==> config.mk <==
export PLATFORM = sky130hd
export DESIGN_NAME = slot_timeout_responder
export DESIGN_NICKNAME = d
export VERILOG_FILES = /design/src/rtl/slot_to_pkg.sv /design/src/rtl/slot_to_timer.sv /design/src/rtl/slot_to_resp.sv /design/src/rtl/slot_to_status.sv /design/src/rtl/slot_timeout_responder.sv
export SDC_FILE = /design/constraint.sdc
export NUM_CORES = 1
export LEC_CHECK = 0
export ABC_AREA = 1
export BUFFER_PORTS_ARGS = -buffer_cell sky130_fd_sc_hd__buf_2
export CORE_ASPECT_RATIO = 1.25
export CORE_MARGIN = 2
export CORE_UTILIZATION = 45
export CTS_CLUSTER_DIAMETER = 200
export CTS_CLUSTER_SIZE = 40
export DETAILED_ROUTE_END_ITERATION = 10
export PLACE_DENSITY = 0.79
export SETUP_SLACK_MARGIN = 0.1
export SLEW_MARGIN = 20
export SYNTH_ARGS = -nofsm -noshare
export SYNTH_HDL_FRONTEND = slang
export SYNTH_SLANG_ARGS = --single-unit
==> constraint.sdc <==
create_clock -name clk -period 2.4 [get_ports clk]
set_clock_uncertainty 0.2 [all_clocks]
set_input_delay 0.48 -clock clk [delete_from_list [all_inputs] [get_ports clk]]
set_output_delay 0.48 -clock clk [all_outputs]
set_load 0.005 [all_outputs]
==> src/rtl/slot_to_pkg.sv <==
// Package: shared constants and types for the slot access timeout responder.
// Assumes: nothing; it holds only parameter defaults and the FSM encoding.
package slot_to_pkg;

    // Default window: 243 cycles of a 32 MHz reference, about 7.6 us
    parameter int unsigned DEF_TIMEOUT_CYCLES = 243;

    // Default width of the substitute read data bus
    parameter int unsigned DEF_DATA_W = 32;

    // Timer state: idle, or timing an outstanding slot access
    typedef enum logic {
        TMR_IDLE = 1'b0,
        TMR_WAIT = 1'b1
    } tmr_state_e;

endpackage

==> src/rtl/slot_to_timer.sv <==
// Module: slot_to_timer
// Times one outstanding slot access from its start strobe. It reports the
// cycle in which the window runs out with no acknowledge (hit_now), and
// registers that event, together with the access direction, for the
// response path.
// Assumes: cyc_start is a single-cycle strobe. A strobe while busy is ignored.
import slot_to_pkg::*;

module slot_to_timer #(
    parameter int unsigned TIMEOUT_CYCLES = DEF_TIMEOUT_CYCLES,
    parameter int unsigned CNT_W          = $clog2(TIMEOUT_CYCLES + 1)
) (
    input  logic clk,
    input  logic rst_n,
    input  logic cyc_start,
    input  logic cyc_write,
    input  logic slot_ack,
    output logic hit_now,
    output logic expire_q,
    output logic expire_wr_q
);

    localparam logic [CNT_W-1:0] LAST_AGE = CNT_W'(TIMEOUT_CYCLES - 1);

    tmr_state_e       state_q;
    logic [CNT_W-1:0] age_q;
    logic             wr_q;

    // Expiry: still waiting, window used up, and no acknowledge this cycle
    always_comb begin
        hit_now = (state_q == TMR_WAIT) && !slot_ack && (age_q == LAST_AGE);
    end

    // Sequence idle/wait and age the outstanding access
    always_ff @(posedge clk) begin
        if (!rst_n) begin
            state_q <= TMR_IDLE;
            age_q   <= '0;
            wr_q    <= 1'b0;
        end else begin
            case (state_q)
                TMR_IDLE: begin
                    if (cyc_start) begin
                        state_q <= TMR_WAIT;
                        age_q   <= '0;
                        wr_q    <= cyc_write;
                    end
                end
                TMR_WAIT: begin
                    if (slot_ack || hit_now) begin
                        state_q <= TMR_IDLE;
                        age_q   <= '0;
                    end else begin
                        age_q   <= age_q + 1'b1;
                    end
                end
                default: state_q <= TMR_IDLE;
            endcase
        end
    end

    // Register the expiry event and its direction for the response path
    always_ff @(posedge clk) begin
        if (!rst_n) begin
            expire_q    <= 1'b0;
            expire_wr_q <= 1'b0;
        end else begin
            expire_q    <= hit_now;
            expire_wr_q <= hit_now && wr_q;
        end
    end

endmodule

==> src/rtl/slot_to_resp.sv <==
// Module: slot_to_resp
// Forms the substitute completion from the registered expiry event. Reads
// return all ones; writes return zero data. The data bus is zero whenever
// no substitute acknowledge is being given.
// Assumes: expire_q is a single-cycle pulse from slot_to_timer.
module slot_to_resp #(
    parameter int unsigned DATA_W = slot_to_pkg::DEF_DATA_W
) (
    input  logic              expire_q,
    input  logic              expire_wr_q,
    output logic              sub_ack,
    output logic [DATA_W-1:0] sub_rdata
);

    // Drive acknowledge and data from the expiry pulse
    always_comb begin
        sub_ack   = expire_q;
        sub_rdata = (expire_q && !expire_wr_q) ? {DATA_W{1'b1}} : {DATA_W{1'b0}};
    end

endmodule

==> src/rtl/slot_to_status.sv <==
// Module: slot_to_status
// Holds the sticky bus-error flag and gates it onto the interrupt request.
// A new timeout takes priority over a clear in the same cycle.
// Assumes: hit_now is high for one cycle per timed-out access.
module slot_to_status (
    input  logic clk,
    input  logic rst_n,
    input  logic hit_now,
    input  logic berr_clr,
    input  logic berr_irq_en,
    output logic berr_status,
    output logic berr_irq
);

    logic flag_q;

    // Set on a timeout, clear on the strobe; a timeout beats a clear
    always_ff @(posedge clk) begin
        if (!rst_n) begin
            flag_q <= 1'b0;
        end else if (hit_now) begin
            flag_q <= 1'b1;
        end else if (berr_clr) begin
            flag_q <= 1'b0;
        end
    end

    // Expose the flag and mask it onto the interrupt request
    always_comb begin
        berr_status = flag_q;
        berr_irq    = flag_q && berr_irq_en;
    end

endmodule

==> src/rtl/slot_timeout_responder.sv <==
// Module: slot_timeout_responder (top)
// Watches every slot access and completes any that the slot leaves
// unacknowledged for TIMEOUT_CYCLES reference cycles. It supplies default
// read data, latches a sticky error flag and raises a maskable interrupt.
// Assumes: clk is the fixed reference clock; rst_n is synchronous, active low.
import slot_to_pkg::*;

module slot_timeout_responder #(
    parameter int unsigned TIMEOUT_CYCLES = DEF_TIMEOUT_CYCLES,
    parameter int unsigned DATA_W         = DEF_DATA_W
) (
    input  logic              clk,
    input  logic              rst_n,
    input  logic              cyc_start,
    input  logic              cyc_write,
    input  logic              slot_ack,
    input  logic              berr_irq_en,
    input  logic              berr_clr,
    output logic              sub_ack,
    output logic [DATA_W-1:0] sub_rdata,
    output logic              berr_status,
    output logic              berr_irq
);

    localparam int unsigned CNT_W = $clog2(TIMEOUT_CYCLES + 1);

    logic hit_now;
    logic expire_q;
    logic expire_wr_q;

    // Window timer
    slot_to_timer #(
        .TIMEOUT_CYCLES (TIMEOUT_CYCLES),
        .CNT_W          (CNT_W)
    ) u_timer (
        .clk         (clk),
        .rst_n       (rst_n),
        .cyc_start   (cyc_start),
        .cyc_write   (cyc_write),
        .slot_ack    (slot_ack),
        .hit_now     (hit_now),
        .expire_q    (expire_q),
        .expire_wr_q (expire_wr_q)
    );

    // Substitute completion
    slot_to_resp #(
        .DATA_W (DATA_W)
    ) u_resp (
        .expire_q    (expire_q),
        .expire_wr_q (expire_wr_q),
        .sub_ack     (sub_ack),
        .sub_rdata   (sub_rdata)
    );

    // Sticky error flag and interrupt
    slot_to_status u_status (
        .clk         (clk),
        .rst_n       (rst_n),
        .hit_now     (hit_now),
        .berr_clr    (berr_clr),
        .berr_irq_en (berr_irq_en),
        .berr_status (berr_status),
        .berr_irq    (berr_irq)
    );

endmodule

==> impl_summary.log, run 1 <==
[metrics] root buf cell: sky130_fd_sc_hd__clkbuf_4
[metrics] syn_nets: 135
[metrics] Max Slew Vio Count: 0
[metrics] TritonCTS clock tree: built
[metrics] overall power consumption: 389 uW
[metrics] Final GP Congestion: 0.806
[metrics] I/O Pins: 42
[metrics] result of the run: complete, no violations
[metrics] number of nets in the layout: 150
[metrics] sw frac: 25.0%
[metrics] post-synthesis to final-layout area growth: 3.53%
[metrics] Final HPWL DP: 1180 um
[metrics] max-capacitance violation count: 0
[metrics] horizontal die dimension: 43.7 um
[metrics] Critical Path AT: 1.21 ns
[metrics] clock-pin slew on the worst setup and hold paths: 0.09 ns
[metrics] Register-to-Register Path Depth: 7
[metrics] internal power component: 292 uW
[metrics] cell area reported after detailed placement: 885 um2
[metrics] shortest clock period the worst path allows after layout: 1.89 ns
[metrics] via count of the first global-routing pass: 618
[metrics] area of all placed cells without fillers: 917 um2
[metrics] maximum resistive drop on vdd: 315 uV
[metrics] type of the setup path with the least slack: reg -> out
[metrics] remaining antenna violation count: 0
[metrics] total vias in the final route: 759
[metrics] average vias per placed instance: 4.77
[metrics] maximum number of pins on one net before global-route repair: 33
[metrics] Worst Path Buf+Inv: 2
[metrics] Die ar.: 2340 um2
[metrics] family with the most delay on the worst path: simple AND/OR/NAND/NOR gates
[metrics] arithmetic-cell share of the synthesized area counting full adders, half adders and majority gates: 2.82%
[metrics] deepest clock path buffer count: 2
[metrics] area of the core region: 1810 um2
[metrics] router iterations before antenna repair: 4
[metrics] portion of the post-synthesis area used by sequential elements: 29.4%
[metrics] crit path launch: u_timer.expire_q
[metrics] diode insertion count for antenna repair: 0
[metrics] hold-critical path depth: 2
[metrics] number of setup buffers added after CTS: 0
[metrics] achievable frequency: 0.529 GHz
[metrics] Worst R2R Start: u_timer.age_q[0]
[metrics] remaining global-route overflow: 0
[metrics] # rows: 17
[metrics] PostCTS Resize Cnt: 0
[metrics] power per unit of standard cell area: 424 nW/um2
[metrics] share of the synthesized area in compound gates (AO/OA/AOI/OAI): 10.9%
[metrics] H-tree depth: 1
[metrics] register-to-register setup slack: 0.82 ns
[metrics] count of endpoints failing hold in the final timing report: 0
[metrics] wire length of the first global-routing pass: 2360 um
[metrics] CTS Buf Count: 3
[metrics] library cell occupying the most area in the post-synthesis netlist: sky130_fd_sc_hd__dfxtp_1
[metrics] number of filler cells placed in the layout: 173
[metrics] FF-to-FF End: u_timer.age_q[2]
[metrics] crit-path cells: inv_1 > nor2_4 > buf_2
[metrics] vertical extent of the die: 53.6 um
[metrics] share of the cycle needed by the critical path after routing: 78.8%
[metrics] top area cells in the synthesized netlist: sky130_fd_sc_hd__dfxtp_1 (29%), sky130_fd_sc_hd__buf_4 (26%), sky130_fd_sc_hd__nand2_1 (11%)
[metrics] Seq cells post-synth: 13
[metrics] data required time at the worst endpoint: 1.72 ns
[metrics] total detailed-routing wirelength: 1570 um
[metrics] part of the total power dissipated in the clock network: 35.4%
[metrics] number of distinct library cell variants in the gate-level netlist after synthesis: 16
[metrics] number of instances in the synthesized netlist: 126
[metrics] area fraction in and, or, nand and nor cells after synthesis: 23.9%
[metrics] power share of the sequential group: 57.0%
[metrics] sink of the worst hold path: u_timer.expire_wr_q
[metrics] actual slew at the worst max-slew pin: 0.422 ns
[metrics] final-report setup violation count: 0
[metrics] layout cells sized above 1: 39.3%
[metrics] delay of the slowest critical-path stage: 0.34 ns
[metrics] static power due to leakage: 0.000495 uW
[metrics] Worst slew margin: 71.8%
[metrics] mean area per synthesized cell: 7.03 um2
[metrics] clock tree sinks: 13
[metrics] input/output buffers: 41
[metrics] residual DRC count: 0
[metrics] crit path max-delay cell type: sky130_fd_sc_hd__nor2_4
[metrics] average detailed-routed wire length per instance: 9.89 um
[metrics] combinational family with the most area after synthesis: buffers and inverters
[metrics] unrepaired setup endpoints after global routing: no
[metrics] startpoint of the worst hold path: u_timer.wr_q
[metrics] worst hold path type: reg -> reg
[metrics] share of the synthesized netlist area taken by xor and xnor gates: 0%
[metrics] mux share of post-synthesis cell area: 0%
[metrics] cell area after synthesis: 886 um2
[metrics] initial antenna violation count: 0
[metrics] number of buffers inserted for hold repair after clock tree synthesis: 0
[metrics] Setup Total Neg Slack: 0 ns
[metrics] iteration-0 DRC count of the detailed router: 12
[metrics] peak fanout along the critical path: 32
[metrics] switching power summed over all nets: 97.3 uW
[metrics] count of yosys warnings during synthesis: 0
[metrics] clock latency reported for the late side of the worst-skew pair: 0.28 ns
[metrics] initial core utilization: 49.0%
[metrics] share of the synthesized area in the top cell type: 29.4%
[metrics] Comb pwr share: 7.6%
[metrics] CP endpoint kind: primary output
[metrics] type of origin of the critical path: register
[metrics] GRT Util Overall: 13.6%
-- flip-flops by register name (all words and copies together) (netlist names) --
name and flops:
u_status.berr_status 1, u_timer.expire_wr_q 1, u_timer.expire_q 1, u_timer.state_q 1, u_timer.age_q 8, u_timer.wr_q 1
-- routing by layer --
layer	routed length (um)	GRT usage (%)
met1	638	12.2
met3	150	3.36
met4	14	7.07
met5	0	0
met2	770	27.2
-- power groups by stage --
stage,clock network [uW],logic (uW),registers (uW)
detailed placement,0,29.5,227
CTS,139,29.4,222
global placement,0,28.1,227
global route,151,32.6,222
floorplan,0,18.4,226
finish,138,29.6,222
-- final cells by class --
cell class | count | area [um2] | share of cell area, %
Clock buffer | 3 | 22.5 | 2.46
Clock inverter | 1 | 5.00 | 0.546
Inverter | 16 | 60.1 | 6.55
Multi-Input combinational cell | 66 | 340 | 37.1
Sequential cell | 13 | 260 | 28.4
Tap cell | 19 | 23.8 | 2.59
Timing Repair Buffer | 41 | 205 | 22.4
-- kinds of logic (layout without fill, tap and decap cells) --
family,count (synthesis),count (layout)
fa+ha+maj,2,2
compound gates,16,16
buf+inv,47,61
flops,13,13
simple gates,48,48
-- layout by cell type, fill, tap and decap left out --
cell type and count:
sky130_fd_sc_hd__a21oi_1 9, sky130_fd_sc_hd__a31oi_4 1, sky130_fd_sc_hd__buf_2 41, sky130_fd_sc_hd__clkbuf_4 3, sky130_fd_sc_hd__clkinv_2 1, sky130_fd_sc_hd__dfxtp_1 13
sky130_fd_sc_hd__ha_1 2, sky130_fd_sc_hd__inv_1 12, sky130_fd_sc_hd__inv_2 4, sky130_fd_sc_hd__nand2_1 25, sky130_fd_sc_hd__nand3_1 2, sky130_fd_sc_hd__nand3b_1 1
sky130_fd_sc_hd__nand4_1 1, sky130_fd_sc_hd__nor2_1 12, sky130_fd_sc_hd__nor2_2 2, sky130_fd_sc_hd__nor2_4 3, sky130_fd_sc_hd__nor3_1 2, sky130_fd_sc_hd__o21ai_0 6
-- through the flow --
| stage | setup WS [ns] | instances | hold slack (ns) | utilization [%] |
|---|---|---|---|---|
| 2_1_floorplan | 0.461 | 126 | 0.224 | - |
| 3_3_place_gp | 0.620 | 155 | 0.237 | 48.9 |
| 3_5_place_dp | 0.549 | 155 | 0.243 | 48.9 |
| 4_1_cts | 0.236 | 159 | 0.256 | 50.4 |
| 5_1_grt | 0.371 | 159 | 0.259 | 50.7 |
| 6_report | 0.509 | 159 | 0.255 | 50.7 |
-- how the worst max path moves through the flow --
stage                    endpoint  slack (ns)  cells after the start
floorplan           sub_rdata[10]        0.46                      3
global placement    sub_rdata[24]        0.62                      3
detailed placement   sub_rdata[4]        0.55                      3
CTS                  sub_rdata[4]        0.24                      3
global route        sub_rdata[10]        0.37                      3
finish               sub_rdata[4]        0.51                      3
-- Yosys cell counts (all sizes together) --
cell type	instances
dfxtp	13
nor2	17
nor3	2
nand3	2
ha	2
nand4	1
a21oi	9
nand3b	1
a31oi	1
inv	16
buf	31
nand2	25
o21ai	6
-- worst min-delay path, cell delays in order, from the launching register on --
cell                      delay (ns)
sky130_fd_sc_hd__dfxtp_1        0.31
sky130_fd_sc_hd__inv_1          0.08
sky130_fd_sc_hd__nor2_2         0.04
(Power assumes the default switching activity.)
==> run 2: changes to the inputs <==
==> constraint.sdc (replaced) <==
create_clock -name clk -period 2 [get_ports clk]
set_clock_uncertainty 0.2 [all_clocks]
set_input_delay 0.4 -clock clk [delete_from_list [all_inputs] [get_ports clk]]
set_output_delay 0.4 -clock clk [all_outputs]
set_load 0.005 [all_outputs]
==> impl_summary.log, run 2 (synthesized netlist as in run 1, its figures left out) <==
[metrics] Max Slew Vio Count: 0
[metrics] number of buffers inserted for hold repair after clock tree synthesis: 0
[metrics] residual DRC count: 0
[metrics] total vias in the final route: 744
[metrics] register-to-register setup slack: 0.46 ns
[metrics] vertical extent of the die: 53.6 um
[metrics] largest reg by FF count: u_timer.age_q
[metrics] data required time at the worst endpoint: 1.40 ns
[metrics] crit path max-delay cell type: sky130_fd_sc_hd__dfxtp_1
[metrics] H-tree depth: 1
[metrics] type of origin of the critical path: register
[metrics] delay of the slowest critical-path stage: 0.33 ns
[metrics] CTS Buf Count: 3
[metrics] cell area reported after detailed placement: 892 um2
[metrics] remaining antenna violation count: 0
[metrics] area of the core region: 1810 um2
[metrics] Critical Path AT: 1.10 ns
[metrics] number of filler cells placed in the layout: 176
[metrics] number of setup buffers added after CTS: 0
[metrics] wire length of the first global-routing pass: 2490 um
[metrics] crit-path cells: inv_1 > nor2_2 > buf_4 > buf_2
[metrics] max-capacitance violation count: 0
[metrics] crit path launch: u_timer.expire_q
[metrics] overall power consumption: 464 uW
[metrics] area of all placed cells without fillers: 920 um2
[metrics] multi-input gate area in the final layout: 335 um2
[metrics] GRT Util Overall: 14.4%
[metrics] startpoint of the worst hold path: berr_clr
[metrics] most frequent cells in the layout: sky130_fd_sc_hd__buf_2 (41), sky130_fd_sc_hd__nand2_1 (25), sky130_fd_sc_hd__dfxtp_1 (13)
[metrics] static power due to leakage: 0.000500 uW
[metrics] Final GP Congestion: 0.828
[metrics] number of nets in the layout: 151
[metrics] CP endpoint kind: primary output
[metrics] unrepaired setup endpoints after global routing: no
[metrics] clock tree sinks: 13
[metrics] I/O Pins: 42
[metrics] root buf cell: sky130_fd_sc_hd__clkbuf_4
[metrics] routed length on met3: 141 um
[metrics] Die ar.: 2340 um2
[metrics] initial core utilization: 49.0%
[metrics] remaining global-route overflow: 0
[metrics] Setup Total Neg Slack: 0 ns
[metrics] PostCTS Resize Cnt: 0
[metrics] detailed-routed wire length on met2: 722 um
[metrics] average detailed-routed wire length per instance: 9.16 um
[metrics] Largest register FFs: 8
[metrics] Seq. cell area: 260 um2
[metrics] peak fanout along the critical path: 32
[metrics] final-report setup violation count: 0
[metrics] input/output buffers: 41
[metrics] horizontal die dimension: 43.7 um
[metrics] Final HPWL DP: 1190 um
[metrics] power per unit of standard cell area: 505 nW/um2
[metrics] layout cells sized above 1: 39.7%
[metrics] type of the setup path with the least slack: reg -> out
[metrics] achievable frequency: 0.588 GHz
[metrics] Worst R2R Start: u_timer.age_q[0]
[metrics] initial antenna violation count: 0
[metrics] # rows: 17
[metrics] wl on met1: 583 um
[metrics] count of endpoints failing hold in the final timing report: 0
[metrics] TritonCTS clock tree: built
[metrics] most frequent standard cell in the layout excluding fill and tap cells: sky130_fd_sc_hd__buf_2
[metrics] Worst slew margin: 77.0%
[metrics] clock-pin slew on the worst setup and hold paths: 0.08 ns
[metrics] highest signal layer in the routed design: met4
[metrics] iteration-0 DRC count of the detailed router: 14
[metrics] shortest clock period the worst path allows after layout: 1.70 ns
[metrics] average vias per placed instance: 4.65
[metrics] deepest clock path buffer count: 2
[metrics] worst hold path type: in -> reg
[metrics] diode insertion count for antenna repair: 0
[metrics] actual slew at the worst max-slew pin: 0.344 ns
[metrics] share of the cycle needed by the critical path after routing: 85.1%
[metrics] total detailed-routing wirelength: 1470 um
[metrics] maximum resistive drop on vdd: 422 uV
[metrics] maximum number of pins on one net before global-route repair: 33
[metrics] clock latency reported for the late side of the worst-skew pair: 0.28 ns
[metrics] result of the run: complete, no violations
[metrics] post-synthesis to final-layout area growth: 3.81%
[metrics] router iterations before antenna repair: 4
[metrics] via count of the first global-routing pass: 623
[run 2: critical path: cells and delay by family (launching register included)]
kind	cells	cell delay, ns
buf+inv	3	0.42
simple gates	1	0.06
flops	1	0.33
[run 2: report_power, final]
group,total [uW],switching (uW),internal (uW)
clock network,163,88.7,74.3
registers,266,2.84,263
logic,35.6,22.8,12.8
[run 2: layout make-up]
type	count	area share, %
Clock buffer	3	2.45
Clock inverter	1	0.544
Inverter	16	6.53
Multi-Input combinational cell	66	36.5
Sequential cell	13	28.3
Tap cell	19	2.59
Timing Repair Buffer	42	23.1
[run 2: routing by layer]
metal | up-vias | global-route usage, %
met5 | - | 0
met4 | 0 | 7.58
met3 | 2 | 3.02
met2 | 35 | 26.2
met1 | 318 | 15.4
li1 | 389 | -
[run 2: final timing paths]
kind                                to  cells after the start
setup reg to reg      u_timer.age_q[4]                      7
hold reg to reg    u_timer.expire_wr_q                      2
setup / recovery          sub_rdata[4]                      4
hold / removal    u_status.berr_status                      3
[run 2: through the flow]
| step | util (%) | cells | setup WS, ns | hold WS, ns |
|---|---|---|---|---|
| after floorplan | - | 126 | 0.141 | 0.224 |
| after global placement | 49.3 | 156 | 0.557 | 0.239 |
| after detailed placement | 49.3 | 156 | 0.481 | 0.237 |
| after CTS | 50.9 | 160 | 0.278 | 0.180 |
| after global routing | 50.9 | 160 | 0.173 | 0.192 |
| final | 50.9 | 160 | 0.299 | 0.172 |
==> run 3: changes to the inputs <==
--- a/config.mk
+++ b/config.mk
@@ -5,15 +5,15 @@
 export SDC_FILE = /design/constraint.sdc
 export NUM_CORES = 1
 export LEC_CHECK = 0
-export ABC_AREA = 1
 export BUFFER_PORTS_ARGS = -buffer_cell sky130_fd_sc_hd__buf_2
 export CORE_ASPECT_RATIO = 1.25
 export CORE_MARGIN = 2
-export CORE_UTILIZATION = 45
+export CORE_UTILIZATION = 44
 export CTS_CLUSTER_DIAMETER = 200
 export CTS_CLUSTER_SIZE = 40
 export DETAILED_ROUTE_END_ITERATION = 10
-export PLACE_DENSITY = 0.79
+export MAX_ROUTING_LAYER = met4
+export PLACE_DENSITY = 0.78
 export SETUP_SLACK_MARGIN = 0.1
 export SLEW_MARGIN = 20
 export SYNTH_ARGS = -nofsm -noshare
==> impl_summary.log, run 3 <==
[metrics] count of endpoints failing hold in the final timing report: 0
[metrics] area of the core region: 1790 um2
[metrics] CP endpoint kind: register
[metrics] total vias in the final route: 707
[metrics] peak fanout along the critical path: 10
[metrics] data required time at the worst endpoint: 1.99 ns
[metrics] clock-pin slew on the worst setup and hold paths: 0.09 ns
[metrics] actual slew at the worst max-slew pin: 0.380 ns
[metrics] top area cells in the synthesized netlist: sky130_fd_sc_hd__dfxtp_1 (31%), sky130_fd_sc_hd__buf_4 (27%), sky130_fd_sc_hd__nor2_1 (4.4%)
[metrics] flip-flop cell with the highest count after synthesis: sky130_fd_sc_hd__dfxtp_1
[metrics] static power due to leakage: 0.000491 uW
[metrics] share of the synthesized area in the top cell type: 30.6%
[metrics] achievable frequency: 0.560 GHz
[metrics] Worst slew margin: 74.6%
[metrics] Largest register FFs: 8
[metrics] number of instances in the synthesized netlist: 101
[metrics] max-capacitance violation count: 0
[metrics] Critical Path AT: 1.78 ns
[metrics] EDFF count, synth: 0
[metrics] maximum resistive drop on vdd: 402 uV
[metrics] diode insertion count for antenna repair: 0
[metrics] Post-synth ARST share: 0%
[metrics] Finished Core Util: 49.4%
[metrics] average detailed-routed wire length per instance: 10.9 um
[metrics] count of yosys warnings during synthesis: 0
[metrics] clock latency reported for the late side of the worst-skew pair: 0.29 ns
[metrics] TritonCTS clock tree: built
[metrics] Max Slew Vio Count: 0
[metrics] I/O Pins: 42
[metrics] Die ar.: 2300 um2
[metrics] # rows: 17
[metrics] most frequent cells in the layout: sky130_fd_sc_hd__buf_2 (41), sky130_fd_sc_hd__dfxtp_1 (13), sky130_fd_sc_hd__nor2_1 (10)
[metrics] CTS Buf Count: 3
[metrics] Seq cells post-synth: 13
[metrics] number of distinct library cell variants in the gate-level netlist after synthesis: 27
[metrics] number of buffers inserted for hold repair after clock tree synthesis: 0
[metrics] type of origin of the critical path: register
[metrics] most numerous cell types in the synthesized netlist: sky130_fd_sc_hd__buf_4 (31), sky130_fd_sc_hd__dfxtp_1 (13), sky130_fd_sc_hd__nor2_1 (10)
[metrics] number of filler cells placed in the layout: 182
[metrics] post-synthesis to final-layout area growth: 3.98%
[metrics] syn_nets: 110
[metrics] layout cells sized above 1: 43.1%
[metrics] iteration-0 DRC count of the detailed router: 6
[metrics] initial core utilization: 47.5%
[metrics] placed cell count: 131
[metrics] Layout Cells excl Fill: 135
[metrics] worst hold path type: in -> reg
[metrics] remaining antenna violation count: 0
[metrics] via count of the first global-routing pass: 541
[metrics] average vias per placed instance: 5.24
[metrics] deepest clock path buffer count: 2
[metrics] number of nets in the layout: 126
[metrics] input/output buffers: 41
[metrics] Final GP Congestion: 0.945
[metrics] PostCTS Resize Cnt: 0
[metrics] Worst R2R Start: u_timer.age_q[0]
[metrics] root buf cell: sky130_fd_sc_hd__clkbuf_4
[metrics] Setup Total Neg Slack: 0 ns
[metrics] Final HPWL DP: 1120 um
[metrics] shortest clock period the worst path allows after layout: 1.79 ns
[metrics] router iterations before antenna repair: 4
[metrics] cell area after synthesis: 850 um2
[metrics] startpoint of the worst hold path: cyc_write
[metrics] wire length of the first global-routing pass: 2120 um
[metrics] unrepaired setup endpoints after global routing: no
[metrics] power per unit of standard cell area: 527 nW/um2
[metrics] dominant cell by count in the synthesized netlist: sky130_fd_sc_hd__buf_4
[metrics] initial antenna violation count: 0
[metrics] crit path launch: u_timer.age_q[0]
[metrics] maximum number of pins on one net before global-route repair: 33
[metrics] library cell occupying the most area in the post-synthesis netlist: sky130_fd_sc_hd__dfxtp_1
[metrics] most frequent standard cell in the layout excluding fill and tap cells: sky130_fd_sc_hd__buf_2
[metrics] mean area per synthesized cell: 8.41 um2
[metrics] vertical extent of the die: 53.1 um
[metrics] residual DRC count: 0
[metrics] clock tree sinks: 13
[metrics] result of the run: complete, no violations
[metrics] type of the setup path with the least slack: reg -> reg
[metrics] overall power consumption: 466 uW
[metrics] H-tree depth: 1
[metrics] final-report setup violation count: 0
[metrics] GRT Util Overall: 13.2%
[metrics] share of the cycle needed by the critical path after routing: 89.3%
[metrics] number of setup buffers added after CTS: 0
[metrics] remaining global-route overflow: 0
[metrics] portion of the post-synthesis area used by sequential elements: 30.6%
[metrics] largest reg by FF count: u_timer.age_q
[metrics] horizontal die dimension: 43.3 um
[metrics] total detailed-routing wirelength: 1470 um
==> run 3: per-stage QoR <==
step	area (um2)	hold WS [ns]	setup WS [ns]
detailed placement	856	0.248	0.248
CTS	883	0.153	0.211
floorplan	852	0.229	0.133
finish	883	0.147	0.214
global placement	856	0.251	0.313
global route	883	0.163	0.126
==> run 3: cell families after synthesis <==
kind of cell	share of synthesized area [%]
AOI/OAI and AO/OA	12.4
DFF	30.6
adders and majority gates	2.95
buffers and inverters	29.2
and+or+nand+nor	22.5
muxes	2.36
==> run 3: final cells by class <==
| class | count | area [um2] | share of cell area (%) |
|---|---|---|---|
| multi-input combinational | 53 | 344 | 39.0 |
| sequential | 13 | 260 | 29.5 |
| timing repair buffer | 42 | 213 | 24.1 |
| tap | 19 | 23.8 | 2.69 |
| clock buffer | 3 | 22.5 | 2.55 |
| inverter | 4 | 15.0 | 1.70 |
| clock inverter | 1 | 5.00 | 0.567 |
==> run 3: path summary, 6_finish.rpt <==
kind / endpoint / cells past startpoint / slack [ns]
worst max register to register: u_timer.age_q[7] / 6 / 0.21
worst min register to register: u_timer.expire_wr_q / 1 / 0.27
worst max-delay path: u_timer.age_q[7] / 6 / 0.21
worst min-delay path: u_timer.wr_q / 3 / 0.15
==> run 3: report_power, final <==
part	switching, uW	internal (uW)	total, uW	leakage, uW
combinational	20.9	13.3	34.2	0.000368
sequential	2.72	262	265	0.000105
clock	92.1	74.4	166	0.0000177
==> run 3: critical path, cell delays in order, from the launching register on <==
cell	delay (ns)
sky130_fd_sc_hd__dfxtp_1	0.37
sky130_fd_sc_hd__inv_1	0.08
sky130_fd_sc_hd__ha_1	0.19
sky130_fd_sc_hd__and4b_1	0.24
sky130_fd_sc_hd__a21oi_4	0.28
sky130_fd_sc_hd__o21ai_2	0.08
sky130_fd_sc_hd__a311oi_1	0.24
==> run 3: layer usage <==
metal / vias to the layer above / track usage [%] / part of all wire, %
li1: 342 / - / -
met1: 308 / 12.2 / 38
met2: 49 / 21.1 / 46
met3: 8 / 2.39 / 10
met4: 0 / 15.7 / 5.3
met5: - / - / 0
